File: src/rtl/oam_dma_pkg.sv
package oam_dma_pkg;

    typedef enum logic [1:0] {
        ST_IDLE = 2'd0,
        ST_LEAD = 2'd1,
        ST_MOVE = 2'd2
    } dma_state_e;

    localparam logic [7:0] BLOCKED_READ_VALUE = 8'hFF;

endpackage

File: src/rtl/oam_dma_seq.sv
module oam_dma_seq
    import oam_dma_pkg::*;
#(
    parameter int ADDR_W   = 16,
    parameter int LEN      = 160,
    parameter int LEAD_CYC = 8,
    parameter int GAP_CYC  = 4,
    parameter logic [ADDR_W-1:0] MAX_BASE = 16'hF100
) (
    input  logic              clk,
    input  logic              rst_n,
    input  logic              start_i,
    input  logic [ADDR_W-1:0] base_i,
    output logic              fire_o,
    output logic [ADDR_W-1:0] src_addr_o,
    output logic [$clog2(LEN)-1:0] dst_idx_o,
    output logic              busy_o
);

    localparam int IDX_W  = $clog2(LEN);
    localparam int MAXC   = (LEAD_CYC > GAP_CYC) ? LEAD_CYC : GAP_CYC;
    localparam int CNT_W  = $clog2(MAXC) + 1;
    localparam logic [IDX_W-1:0] LAST_IDX  = IDX_W'(LEN - 1);
    localparam logic [CNT_W-1:0] LEAD_LOAD = CNT_W'(LEAD_CYC - 1);
    localparam logic [CNT_W-1:0] GAP_LOAD  = CNT_W'(GAP_CYC - 1);

    dma_state_e        state_q, state_d;
    logic [CNT_W-1:0]  cnt_q, cnt_d;
    logic [IDX_W-1:0]  idx_q, idx_d;
    logic [ADDR_W-1:0] base_q, base_d;
    logic              accept;
    logic              slot;
    logic              last;

    assign accept = start_i && (base_i <= MAX_BASE);
    assign slot   = (state_q != ST_IDLE) && (cnt_q == '0);
    assign last   = (idx_q == LAST_IDX);

    // next-state logic
    always_comb begin
        state_d = state_q;
        cnt_d   = cnt_q;
        idx_d   = idx_q;
        base_d  = base_q;
        if (accept) begin
            state_d = ST_LEAD;
            cnt_d   = LEAD_LOAD;
            idx_d   = '0;
            base_d  = base_i;
        end else begin
            unique case (state_q)
                ST_IDLE: begin
                    state_d = ST_IDLE;
                end
                ST_LEAD: begin
                    if (cnt_q == '0) begin
                        state_d = ST_MOVE;
                        cnt_d   = GAP_LOAD;
                        idx_d   = idx_q + 1'b1;
                    end else begin
                        cnt_d = cnt_q - 1'b1;
                    end
                end
                ST_MOVE: begin
                    if (cnt_q == '0) begin
                        if (last) begin
                            state_d = ST_IDLE;
                            idx_d   = '0;
                        end else begin
                            cnt_d = GAP_LOAD;
                            idx_d = idx_q + 1'b1;
                        end
                    end else begin
                        cnt_d = cnt_q - 1'b1;
                    end
                end
                default: state_d = ST_IDLE;
            endcase
        end
    end

    // state register
    always_ff @(posedge clk) begin
        if (!rst_n) begin
            state_q <= ST_IDLE;
            cnt_q   <= '0;
            idx_q   <= '0;
            base_q  <= '0;
        end else begin
            state_q <= state_d;
            cnt_q   <= cnt_d;
            idx_q   <= idx_d;
            base_q  <= base_d;
        end
    end

    // outputs
    always_comb begin
        fire_o     = slot;
        busy_o     = (state_q != ST_IDLE);
        dst_idx_o  = idx_q;
        src_addr_o = base_q + ADDR_W'(idx_q);
    end

    assert_ignore_base_R1: assert property (@(posedge clk) disable iff (!rst_n)
        (!busy_o && start_i && base_i > MAX_BASE) |=> !busy_o);

    assert_first_dst_R2: assert property (@(posedge clk) disable iff (!rst_n)
        (state_q == ST_LEAD && fire_o) |-> (dst_idx_o == '0));

    assert_slot_spacing_R3: assert property (@(posedge clk) disable iff (!rst_n)
        fire_o |=> !fire_o);

    assert_no_instant_byte_R3: assert property (@(posedge clk) disable iff (!rst_n)
        $rose(busy_o) |-> !fire_o);

    assert_release_after_byte_R6: assert property (@(posedge clk) disable iff (!rst_n)
        $fell(busy_o) |-> $past(fire_o));

    assert_write_while_busy_R8: assert property (@(posedge clk) disable iff (!rst_n)
        fire_o |-> busy_o);

endmodule

File: src/rtl/oam_dma_gate.sv
module oam_dma_gate
    import oam_dma_pkg::*;
#(
    parameter int ADDR_W = 16,
    parameter int DATA_W = 8,
    parameter logic [ADDR_W-1:0] HRAM_LO = 16'hFF80,
    parameter logic [ADDR_W-1:0] IE_ADDR = 16'hFFFF
) (
    input  logic              clk,
    input  logic              rst_n,
    input  logic              busy_i,
    input  logic [ADDR_W-1:0] cpu_addr_i,
    input  logic              cpu_rd_i,
    input  logic              cpu_wr_i,
    input  logic [DATA_W-1:0] bus_rdata_i,
    output logic              bus_rd_o,
    output logic              bus_wr_o,
    output logic [DATA_W-1:0] cpu_rdata_o
);

    logic in_window;
    logic blocked;

    assign in_window = (cpu_addr_i >= HRAM_LO) && (cpu_addr_i != IE_ADDR);
    assign blocked   = busy_i && !in_window;

    always_comb begin
        bus_rd_o    = cpu_rd_i && !blocked;
        bus_wr_o    = cpu_wr_i && !blocked;
        cpu_rdata_o = blocked ? DATA_W'(BLOCKED_READ_VALUE) : bus_rdata_i;
    end

    assert_block_low_R4: assert property (@(posedge clk) disable iff (!rst_n)
        (busy_i && cpu_addr_i < HRAM_LO) |-> (!bus_wr_o && !bus_rd_o && cpu_rdata_o == DATA_W'(8'hFF)));

    assert_block_ie_R4: assert property (@(posedge clk) disable iff (!rst_n)
        (busy_i && cpu_addr_i == IE_ADDR) |-> (!bus_wr_o && !bus_rd_o));

    assert_hram_pass_R5: assert property (@(posedge clk) disable iff (!rst_n)
        (busy_i && cpu_addr_i >= HRAM_LO && cpu_addr_i != IE_ADDR)
            |-> (bus_rd_o == cpu_rd_i && bus_wr_o == cpu_wr_i && cpu_rdata_o == bus_rdata_i));

    assert_idle_pass_R6: assert property (@(posedge clk) disable iff (!rst_n)
        !busy_i |-> (bus_rd_o == cpu_rd_i && bus_wr_o == cpu_wr_i));

endmodule

File: src/rtl/oam_copy_engine.sv
module oam_copy_engine
    import oam_dma_pkg::*;
#(
    parameter int ADDR_W   = 16,
    parameter int DATA_W   = 8,
    parameter int LEN      = 160,
    parameter int LEAD_CYC = 8,
    parameter int GAP_CYC  = 4,
    parameter logic [ADDR_W-1:0] MAX_BASE = 16'hF100,
    parameter logic [ADDR_W-1:0] HRAM_LO  = 16'hFF80,
    parameter logic [ADDR_W-1:0] IE_ADDR  = 16'hFFFF
) (
    input  logic                   clk,
    input  logic                   rst_n,
    input  logic                   start_i,
    input  logic [ADDR_W-1:0]      start_base_i,
    output logic                   src_rd_o,
    output logic [ADDR_W-1:0]      src_addr_o,
    input  logic [DATA_W-1:0]      src_data_i,
    output logic                   oam_we_o,
    output logic [$clog2(LEN)-1:0] oam_addr_o,
    output logic [DATA_W-1:0]      oam_wdata_o,
    output logic                   busy_o,
    input  logic [ADDR_W-1:0]      cpu_addr_i,
    input  logic                   cpu_rd_i,
    input  logic                   cpu_wr_i,
    output logic [DATA_W-1:0]      cpu_rdata_o,
    output logic                   cpu_bus_rd_o,
    output logic                   cpu_bus_wr_o,
    input  logic [DATA_W-1:0]      cpu_bus_rdata_i
);

    logic fire;
    logic busy;

    oam_dma_seq #(
        .ADDR_W   (ADDR_W),
        .LEN      (LEN),
        .LEAD_CYC (LEAD_CYC),
        .GAP_CYC  (GAP_CYC),
        .MAX_BASE (MAX_BASE)
    ) u_seq (
        .clk        (clk),
        .rst_n      (rst_n),
        .start_i    (start_i),
        .base_i     (start_base_i),
        .fire_o     (fire),
        .src_addr_o (src_addr_o),
        .dst_idx_o  (oam_addr_o),
        .busy_o     (busy)
    );

    oam_dma_gate #(
        .ADDR_W  (ADDR_W),
        .DATA_W  (DATA_W),
        .HRAM_LO (HRAM_LO),
        .IE_ADDR (IE_ADDR)
    ) u_gate (
        .clk         (clk),
        .rst_n       (rst_n),
        .busy_i      (busy),
        .cpu_addr_i  (cpu_addr_i),
        .cpu_rd_i    (cpu_rd_i),
        .cpu_wr_i    (cpu_wr_i),
        .bus_rdata_i (cpu_bus_rdata_i),
        .bus_rd_o    (cpu_bus_rd_o),
        .bus_wr_o    (cpu_bus_wr_o),
        .cpu_rdata_o (cpu_rdata_o)
    );

    always_comb begin
        src_rd_o    = fire;
        oam_we_o    = fire;
        oam_wdata_o = src_data_i;
        busy_o      = busy;
    end

    assert_read_with_write_R9: assert property (@(posedge clk) disable iff (!rst_n)
        oam_we_o |-> (src_rd_o && oam_wdata_o == src_data_i));

endmodule

File: config.mk
export PLATFORM = sky130hd
export DESIGN_NAME = oam_copy_engine
export DESIGN_NICKNAME = d
export VERILOG_FILES = /design/src/rtl/oam_dma_pkg.sv /design/src/rtl/oam_dma_seq.sv /design/src/rtl/oam_dma_gate.sv /design/src/rtl/oam_copy_engine.sv
export SDC_FILE = /design/constraint.sdc
export NUM_CORES = 1
export LEC_CHECK = 0
export ABC_AREA = 1
export BUFFER_PORTS_ARGS = -buffer_cell sky130_fd_sc_hd__buf_2
export CORE_ASPECT_RATIO = 0.75
export CORE_MARGIN = 2
export CORE_UTILIZATION = 48
export DETAILED_ROUTE_END_ITERATION = 10
export GPL_TIMING_DRIVEN = 1
export PLACE_DENSITY_LB_ADDON = 0.15
export SKIP_CTS_REPAIR_TIMING = 1
export SLEW_MARGIN = 30
export SYNTH_ARGS = -nofsm -noshare
export SYNTH_HDL_FRONTEND = slang
export SYNTH_SLANG_ARGS = --single-unit
File: constraint.sdc
create_clock -name clk -period 2.6 [get_ports clk]
set_clock_uncertainty 0.1 [all_clocks]
set_input_delay 0.52 -clock clk [delete_from_list [all_inputs] [get_ports clk]]
set_output_delay 0.52 -clock clk [all_outputs]
set_load 0.1 [all_outputs]
==> key figures <==
Outcome
  – Status: finished, violations left
  – Failing checks: setup timing

Clock network
  – Total clock sinks: 30
  – CTS tree: built
  – Clock Tree Buf Depth: 2
  – Skew-Pair Late Insertion Delay: 0.29 ns
  – CTS root buf: clkbuf_8
  – H-tree levels: 2
  – Worst-path clk slew: 0.07 ns
  – Cts bufs inserted: 5

Global route
  – First-pass GRT wire length: 10,000 µm
  – GRT Residual Overflow: 0
  – Largest net degree at the start of global routing: 23
  – Initial antenna violation count: 0
  – Vias in the first global route: 2,309
  – Total GRT Usage: 0.230

Critical path
  – CP max FO: 5
  – Setup CP Type: flop to output pin
  – WP data arrival: 2.12 ns
  – FF-to-FF setup slack: 0.97 ns
  – Crit path required time: 1.98 ns
  – Setup crit end kind: output pin
  – Startpoint types: flop

Yosys
  – Synth unique cells: 32
  – Most common cell in the netlist: nand2_1
  – Synth area leader: dfxtp_1
  – Seq cells post-synth: 30
  – Main synth FF type: dfxtp_1
  – EDFF count, synth: 0
  – Syn_nets: 420
  – Synth cell count leaders: nand2_1, nor2_1, inv_1
  – Avg Cell Area, Syn: 6.51 µm²
  – Syn Std Cell Area: 2290 µm²
  – Synth top area cells: dfxtp_1, nand2_1, nor2_1
  – Post-synth ARST share: 0
  – Cells after Synth: 352
  – Yosys top cell area share: 0.262
  – Sequential area share after synthesis: 0.262
  – Syn. warnings: 0

Layout
  – Layout area overhead: 51.0%
  – Filler cells: 341
  – Layout cells sized above 1: 0.395
  – N_diodes: 0
  – Fin area: 3460 µm²
  – NumNets Final: 502
  – Fin util: 0.765

STA
  – Slew headroom: 0.664
  – Post-route setup slack: -0.142 ns
  – Max Slew Vio Count: 0
  – Tcrit/Tclk final: 1.05
  – Final hold violation count: 0
  – Final worst path period need: 2.74 ns
  – RSZ-0062 raised after global routing: yes
  – Setup Viol. Count Final: 5
  – Worst Tran Pin Value: 0.508 ns
  – Peak Freq: 365 MHz

Floorplanning
  – Std cell rows: 21
  – Core footprint: 4520 µm²
  – Die area: 5350 µm²
  – # IOs: 98
  – Initial core utilization: 0.507
  – Die extent in y: 63.8 µm
  – Chip width: 83.8 µm

Worst hold path
  – Worst Hold Class: flop to flop

Power and ir drop
  – Max rail drop VDD: 389 µV
  – LEAKAGE: 1.71 nW
  – Power per cell area: 446 nW/µm²

Flow run
  – Max-capacitance violation count: 0

Placement
  – GPL Wtd Cong: 0.859
  – DP Area: 3210 µm²
  – Port bufs: 81
  – Final HPWL DP: 4760 µm

Route
  – Avg WL per Cell: 12.5 µm
  – Via/cell ratio: 4.96
  – Routed WL: 6170 µm
  – Drt pass-1 iters: 4
  – DR DRC count: 0
  – Final antenna-violating net count: 0
  – Via count: 2,441
  – Initial DRC Count: 130
## through the flow
step / setup WS [ns] / total power [W] / std cells / hold slack (ns) / TNS, ns
floorplan: -0.205 / 0.00101 / 352 / 0.356 / -0.705
global placement: 0.142 / 0.00113 / 478 / 0.368 / 0
detailed placement: 0.0916 / 0.00114 / 478 / 0.381 / 0
CTS: -0.230 / 0.00154 / 486 / 0.390 / -1.62
global route: -0.244 / 0.00161 / 492 / 0.423 / -1.06
finish: -0.142 / 0.00154 / 492 / 0.386 / -0.500
## power breakdown
| part | internal (W) | switching [W] | total [W] |
|---|---|---|---|
| Sequential | 0.000479 | 0.0000345 | 0.000513 |
| Clock | 0.000213 | 0.000186 | 0.000399 |
| Combinational | 0.000212 | 0.000419 | 0.000630 |
| Total | 0.000903 | 0.000639 | 0.00154 |
## placed cells by master, fill, tap and decap left out, types with 2 or more instances in the layout
master,Yosys,final
and2_1,2,2
nand2_1,79,58
nand2_4,4,9
nand3_4,1,2
nor2_2,4,4
ha_4,0,6
a21oi_1,10,9
nor2_1,65,64
nand2_2,3,19
buf_4,9,9
clkbuf_8,0,6
buf_2,2,60
dfxtp_1,30,22
or2_2,9,9
nor3_1,5,5
nand4_1,5,5
dfxtp_4,0,7
nor2_4,1,2
ha_1,14,8
xor2_1,11,3
nand3b_1,5,5
xor2_4,0,7
inv_2,3,3
inv_1,40,40
nand3_1,20,19
o21ai_0,17,17
xnor2_1,3,3
buf_12,0,20
## flip-flops by register name, indices dropped and copies added (netlist names)
register / flops
u_seq.dst_idx_o: 8
u_seq.state_q: 2
u_seq.cnt_q: 4
u_seq.base_q: 16
## routing by layer
layer,up-vias,wire (µm),track usage
met5,-,0,0
met4,0,31,0.0524
met3,8,335,0.0491
met2,62,2990,0.398
met1,1121,2820,0.297
li1,1250,-,-
## kinds of logic (layout without fill, tap and decap cells)
logic type	Yosys count	in the layout	share of synthesized area
simple gates	206	206	0.412
fa+ha+maj	15	15	0.0852
buf+inv	59	142	0.126
compound gates	28	28	0.0612
xor+xnor	14	14	0.0535
flops	30	30	0.262
## critical path, stage by stage, from the launching register on
cell and delay, ns:
dfxtp_4 0.37, ha_4 0.17, fa_2 0.39, nand2_1 0.07, nand2_1 0.06, nand3b_1 0.11
nand2_2 0.09, nand2_2 0.10, nand2_4 0.08, xor2_4 0.19, buf_12 0.19
## area by class of cell
type                            count  area (µm²)  share of cell area
Timing Repair Buffer               90         776               0.224
Clock buffer                        6        82.6              0.0239
Multi-Input combinational cell    263        1720               0.497
Sequential cell                    30         628               0.182
Clock inverter                      2        11.3             0.00326
Inverter                           44         170              0.0492
Tap cell                           57        71.3              0.0206
## worst paths after layout
check | start | end | cells after the start
worst max register to register | u_seq.cnt_q[0] | u_seq.cnt_q[2] | 10
worst min-delay path | u_seq.state_q[0] | u_seq.state_q[0] | 2
worst max-delay path | u_seq.dst_idx_o[0] | src_addr_o[8] | 10
worst min register to register | u_seq.state_q[0] | u_seq.state_q[0] | 2
Note: power is estimated with default switching activity, not from simulation.
